### config.mk
export PLATFORM = sky130hd
export DESIGN_NAME = swpla_core
export DESIGN_NICKNAME = d
export VERILOG_FILES = /design/src/rtl/swpla_pkg.sv /design/src/rtl/swpla_literals.sv /design/src/rtl/swpla_term.sv /design/src/rtl/swpla_or_plane.sv /design/src/rtl/swpla_cfg_reg.sv /design/src/rtl/swpla_core.sv
export SDC_FILE = /design/constraint.sdc
export NUM_CORES = 1
export LEC_CHECK = 0
export BUFFER_PORTS_ARGS = -buffer_cell sky130_fd_sc_hd__buf_2
export CAP_MARGIN = 30
export CORE_ASPECT_RATIO = 0.75
export CORE_UTILIZATION = 55
export CTS_CLUSTER_SIZE = 40
export DETAILED_ROUTE_END_ITERATION = 12
export PLACE_DENSITY = 0.92
export SLEW_MARGIN = 20
export SYNTH_ARGS = -nofsm -noshare
export SYNTH_HDL_FRONTEND = slang
export SYNTH_HIERARCHICAL = 1
export SYNTH_SLANG_ARGS = --single-unit
### constraint.sdc
create_clock -name clk -period 1.69 [get_ports clk]
set_input_delay 0.169 -clock clk [delete_from_list [all_inputs] [get_ports clk]]
set_output_delay 0.169 -clock clk [all_outputs]
set_load 0.01 [all_outputs]
### src/rtl/swpla_pkg.sv
package swpla_pkg;
    localparam int NUM_IN    = 4;
    localparam int NUM_TERMS = 4;
    localparam int LIT_W     = 2 * NUM_IN;
    localparam int CFG_W     = LIT_W * NUM_TERMS;
    localparam int NUM_PAIRS = NUM_TERMS * (NUM_TERMS - 1) / 2;

    // Pairs are ordered by term distance first, then by lower term index.
    function automatic int pair_lo(input int k, input int n);
        int idx;
        idx = 0;
        for (int d = 1; d < n; d++) begin
            for (int i = 0; i + d < n; i++) begin
                if (idx == k) return i;
                idx++;
            end
        end
        return 0;
    endfunction

    function automatic int pair_hi(input int k, input int n);
        int idx;
        idx = 0;
        for (int d = 1; d < n; d++) begin
            for (int i = 0; i + d < n; i++) begin
                if (idx == k) return i + d;
                idx++;
            end
        end
        return 0;
    endfunction
endpackage

### src/rtl/swpla_literals.sv
module swpla_literals #(
    parameter int N_IN = swpla_pkg::NUM_IN,
    localparam int L_W = 2 * N_IN
) (
    input  logic [N_IN-1:0] in_bits,
    output logic [L_W-1:0]  lit
);
    for (genvar i = 0; i < N_IN; i++) begin : g_pair
        assign lit[2*i]   = in_bits[i];
        assign lit[2*i+1] = ~in_bits[i];
    end
endmodule

### src/rtl/swpla_term.sv
module swpla_term #(
    parameter int L_W = swpla_pkg::LIT_W
) (
    input  logic [L_W-1:0] lit,
    input  logic [L_W-1:0] sw_on,
    output logic           prod
);
    logic [L_W-1:0] gated;
    always_comb begin
        for (int j = 0; j < L_W; j++) begin
            gated[j] = sw_on[j] ? lit[j] : 1'b1;
        end
        prod = &gated;
    end
endmodule

### src/rtl/swpla_or_plane.sv
module swpla_or_plane #(
    parameter int N_T = swpla_pkg::NUM_TERMS,
    localparam int N_P = N_T * (N_T - 1) / 2
) (
    input  logic [N_T-1:0] prod,
    output logic [N_P-1:0] sums
);
    for (genvar k = 0; k < N_P; k++) begin : g_pair
        localparam int LO = swpla_pkg::pair_lo(k, N_T);
        localparam int HI = swpla_pkg::pair_hi(k, N_T);
        assign sums[k] = prod[LO] | prod[HI];
    end
endmodule

### src/rtl/swpla_cfg_reg.sv
module swpla_cfg_reg #(
    parameter int W = swpla_pkg::CFG_W
) (
    input  logic         clk,
    input  logic         rst_n,
    input  logic         load,
    input  logic [W-1:0] d,
    output logic [W-1:0] q
);
    always_ff @(posedge clk or negedge rst_n) begin
        if (!rst_n) begin
            q <= '0;
        end else if (load) begin
            q <= d;
        end
    end
endmodule

### src/rtl/swpla_core.sv
module swpla_core
    import swpla_pkg::*;
(
    input  logic                 clk,
    input  logic                 rst_n,
    input  logic                 cfg_load,
    input  logic [CFG_W-1:0]     cfg_data,
    input  logic [NUM_IN-1:0]    in_bits,
    output logic [NUM_TERMS-1:0] prod_out,
    output logic [NUM_PAIRS-1:0] or_out
);
    logic [CFG_W-1:0] cfg_q;
    logic [LIT_W-1:0] lit;

    swpla_cfg_reg #(.W(CFG_W)) u_cfg (
        .clk   (clk),
        .rst_n (rst_n),
        .load  (cfg_load),
        .d     (cfg_data),
        .q     (cfg_q)
    );

    swpla_literals #(.N_IN(NUM_IN)) u_lit (
        .in_bits (in_bits),
        .lit     (lit)
    );

    for (genvar t = 0; t < NUM_TERMS; t++) begin : g_term
        swpla_term #(.L_W(LIT_W)) u_term (
            .lit   (lit),
            .sw_on (cfg_q[t*LIT_W +: LIT_W]),
            .prod  (prod_out[t])
        );
    end

    swpla_or_plane #(.N_T(NUM_TERMS)) u_or (
        .prod (prod_out),
        .sums (or_out)
    );
endmodule

# Word-level counts from Yosys, hierarchy flattened
# Index checks and enable logic that the tools add are counted.
# word_totals
output_inout_bits	10
ff_bits	32
# classes
bitwise_logic	10
n_mux	32
n_reduce_logical	4
# op_table
operator	n
1-bit 2-to-1 mux	32
8-bit AND reduction	4
1-bit bitwise OR	6
1-bit inverter	4

# Logic depth before layout (Yosys ltp)
# logic_depth
depth_word	4
mapped_depth	4
depth_no_buf	4

# By module
# Netlist, hierarchy kept.
# by_module_without_submodules
module	area_each_um2	n_inst	cells_per_inst	seq_area_each_um2
swpla_cfg_reg	1345.0	1	68	800.8
swpla_term	67.6	4	13	0.0
swpla_literals	45.0	1	8	0.0
swpla_or_plane	37.5	1	6	0.0

# Worst setup path after synthesis
# Ideal clock, no wire load.
# synth_path
kind	reg-to-output
start	reg u_cfg.q[30]
end	out or_out[2]
path_buffers	0
arrival_ns	1.130
path_stages_with_launch	5
setup_slack_ns	0.391
cell_sequence	dfrtp_1 -> inv_1 -> o22ai_1 -> nor4_2 -> or2_1
# synth_between
elab_chain_cells	3
# synth_rtl
element	line	rtl
start: declaration	swpla_cfg_reg.sv:8	output logic [W-1:0] q
start signal: assignment	swpla_cfg_reg.sv:12	q <= '0;
start signal: assignment	swpla_cfg_reg.sv:14	q <= d;
1-bit 2-to-1 mux	swpla_term.sv:11	gated[j] = sw_on[j] ? lit[j] : 1'b1;
8-bit AND reduction	swpla_term.sv:13	prod = &gated;
net prod_out[3]	swpla_core.sv:9	output logic [NUM_TERMS-1:0] prod_out,
1-bit bitwise OR	swpla_or_plane.sv:11	assign sums[k] = prod[LO] | prod[HI];
end: declaration	swpla_core.sv:10	output logic [NUM_PAIRS-1:0] or_out
# The timed path passes the listed nets, and every way through them passes these cells.

# Worst setup path after layout
# layout_path
start	reg u_cfg.q[22]
end	out or_out[3]
# layout_between
elab_chain_cells	3
# layout_rtl
element	line
1-bit 2-to-1 mux	swpla_term.sv:11
8-bit AND reduction	swpla_term.sv:13
1-bit bitwise OR	swpla_or_plane.sv:11
# No other way between the ends.

==> out/summary.txt <==
Outcome - completed
CTS max path bufs - 2
First-pass DRT Iterations - 4
FF-to-FF path depth - 2
Diode count - 0
Remaining antenna violation count - 0
GRT overflow - 0
Post-DP HPWL - 2.42 mm
Initial antenna violation count - 0
NetSw - 0.000480 W
Final Util - 70.3%
Min Tclk post-route - 1.65 ns
Startpoint types - flip-flop
Cell-internal power - 0.00141 W
# rows - 17
Post-Syn Instances - 134
CTS Sinks - 32
Pwr Density - 914 nW/um^2
Period utilization - 97.8%
Via/cell ratio - 5.07
# Max-Cap Violations - 0
Kind of critical path - reg2out
CTS tree - built
Die H - 50.1 um
Port Buffers - 48
Critical Path Fanout Max - 4
Leak pwr - 1.16 nW
Number of distinct library cells after synthesis - 10
Top Registers - u_cfg/q x32
Pin count of the biggest net entering global routing - 33
Critical Path End - or_out[3]
Routed len/inst - 14.9 um
CTS root buf - clkbuf_8
Peak Freq - 0.605 GHz
Largest register FFs - 32
Most flop-heavy register - u_cfg/q
Clock-pin slew on the worst setup and hold paths - 0.06 ns
Peak VDD IR - 678 uV
Worst Setup SP - u_cfg/q[22]
Relative slew slack - 53.0%
FF-to-FF End - u_cfg/q[25]
Worst min path class - in2reg
Post-route DRC - 0
DR vias - 1,157
Type of destination of the critical path - output port
RSZ-0062 raised after global routing - true
Ys Warns - 6
Vias in the first global route - 1,130
TritonCTS Buffers - 5
Syn Nets - 173
RePlAce Congestion - 0.793
Drt initial violations - 37
H-Tree Depth - 2
Post-synthesis register bit count - 32
All-layer global routing usage - 23.1%
# IOs - 49
CP Data Required Time - 1.52 ns
Switching share of power - 25.4%
Final setup TNS - 0 ns
Fillers - 218
Sequential fraction of the synthesis area - 47.2%
Nets - 228
Final setup fails - 0
Die Width - 66.2 um
Most frequent cells in the layout - buf_2, inv_1, dfrtp_1
Worst-margin pin slew - 0.704 ns
First-pass GRT wire length - 5.35 mm
Die area - 3320 sq um
Area grow syn2layout - 21.6%
Worst Clk Skew - 0 ns
Initial Utilization - 57.8%
Synth Cell Area - 1700 sq um
Syn Area/Cell - 12.7 sq um
Commonest non-fill, non-tap cell in the layout - buf_2
Flop pwr share - 47.0%
Clk_lat worst skew - 0.28 ns
Combinational power share - 21.7%
Clk pwr share - 31.3%
Max Slew Vio Count - 0
WL final - 3.40 mm
Worst R2R Setup Slack - 0.78 ns
Core Footprint - 2940 sq um
Final Hold Fails - 0
Critical Path AT - 1.48 ns
Critical R2R Launch - u_cfg/q[25]
Share of layout cells above drive strength 1 - 51.6%
Yosys cell counts:
| library cell | instances | area, sq um |
|---|---|---|
| dfrtp_1 | 32 | 801 |
| or2_1 | 6 | 37.5 |
| buf_12 | 3 | 60.1 |
| o22ai_1 | 16 | 100 |
| buf_4 | 4 | 30.0 |
| buf_6 | 1 | 11.3 |
| nor4_2 | 4 | 50.1 |
| mux2_4 | 30 | 450 |
| inv_1 | 36 | 135 |
| mux2_2 | 2 | 22.5 |
worst min path at each step:
stage	from	cells after the start	to	slack [ns]
final	cfg_data[27]	2	u_cfg/q[27]	0.11
after global routing	cfg_data[9]	2	u_cfg/q[9]	0.1
after CTS	cfg_data[27]	2	u_cfg/q[27]	0.10
after detailed placement	rst_n	1	u_cfg/q[2]	0.25
after global placement	rst_n	1	u_cfg/q[2]	0.24
after floorplan	rst_n	0	u_cfg/q[0]	-0.13
area by class of cell:
cell class / instances / area, sq um / share of cell area, %
sequential: 32 / 801 / 38.8
multi-input combinational: 58 / 676 / 32.7
timing repair buffer: 56 / 315 / 15.3
inverter: 36 / 135 / 6.55
clock buffer: 8 / 90.1 / 4.36
tap: 38 / 47.5 / 2.30
cells by family (layout without fill, tap and decap cells):
| family | Yosys count | count (layout) | synth area share, % |
|---|---|---|---|
| multiplexers | 32 | 32 | 27.9 |
| AND/OR/NAND/NOR | 10 | 10 | 5.16 |
| AO/OA/AOI/OAI | 16 | 16 | 5.90 |
| buffers and inverters | 44 | 100 | 13.9 |
| flip-flops | 32 | 32 | 47.2 |
metal layers:
metal / global-route usage (%) / vias up / part of all wire (%)
met4: 6.38 / 0 / 0.82
met3: 10.6 / 2 / 8.5
met1: 32.1 / 554 / 47
li1: - / 549 / -
met5: 0 / - / 0
met2: 32.3 / 52 / 44
power by group through the flow:
stage	registers, W	logic [W]	clock network (W)
global route	0.000897	0.000444	0.000650
CTS	0.000889	0.000385	0.000610
global placement	0.000897	0.000366	0
detailed placement	0.000903	0.000374	0
floorplan	0.000886	0.000276	0
finish	0.000888	0.000409	0.000591
worst max-delay path, cell delays in order, from the launching register on:
cell and delay (ns):
dfrtp_1 0.38, inv_1 0.05, o22ai_1 0.08, nor4_2 0.29
buf_4 0.18, or2_1 0.09, buf_2 0.12
stage by stage:
stage	cells	total power [W]	worst slack [ns]	hold slack [ns]	area [sq um]
global placement	213	0.00126	0.260	0.238	1900
detailed placement	213	0.00128	0.269	0.253	1900
global route	228	0.00199	-0.0553	0.0960	2060
floorplan	134	0.00116	0.391	-0.127	1700
CTS	224	0.00188	0.0284	0.103	2020
finish	228	0.00189	0.0368	0.114	2060
repair_timing:
| item | in CTS | in global routing |
|---|---|---|
| gates cloned | 0 | 0 |
| pin swaps | 2 | 5 |
| endpoints found under the hold margin | 32 | 0 |
| endpoints found under the setup margin | 5 | 7 |
| hold buffers | 1 | 0 |
| buffers inserted | 2 | 4 |
| resized for setup | 0 | 2 |
(Power assumes the default switching activity.)
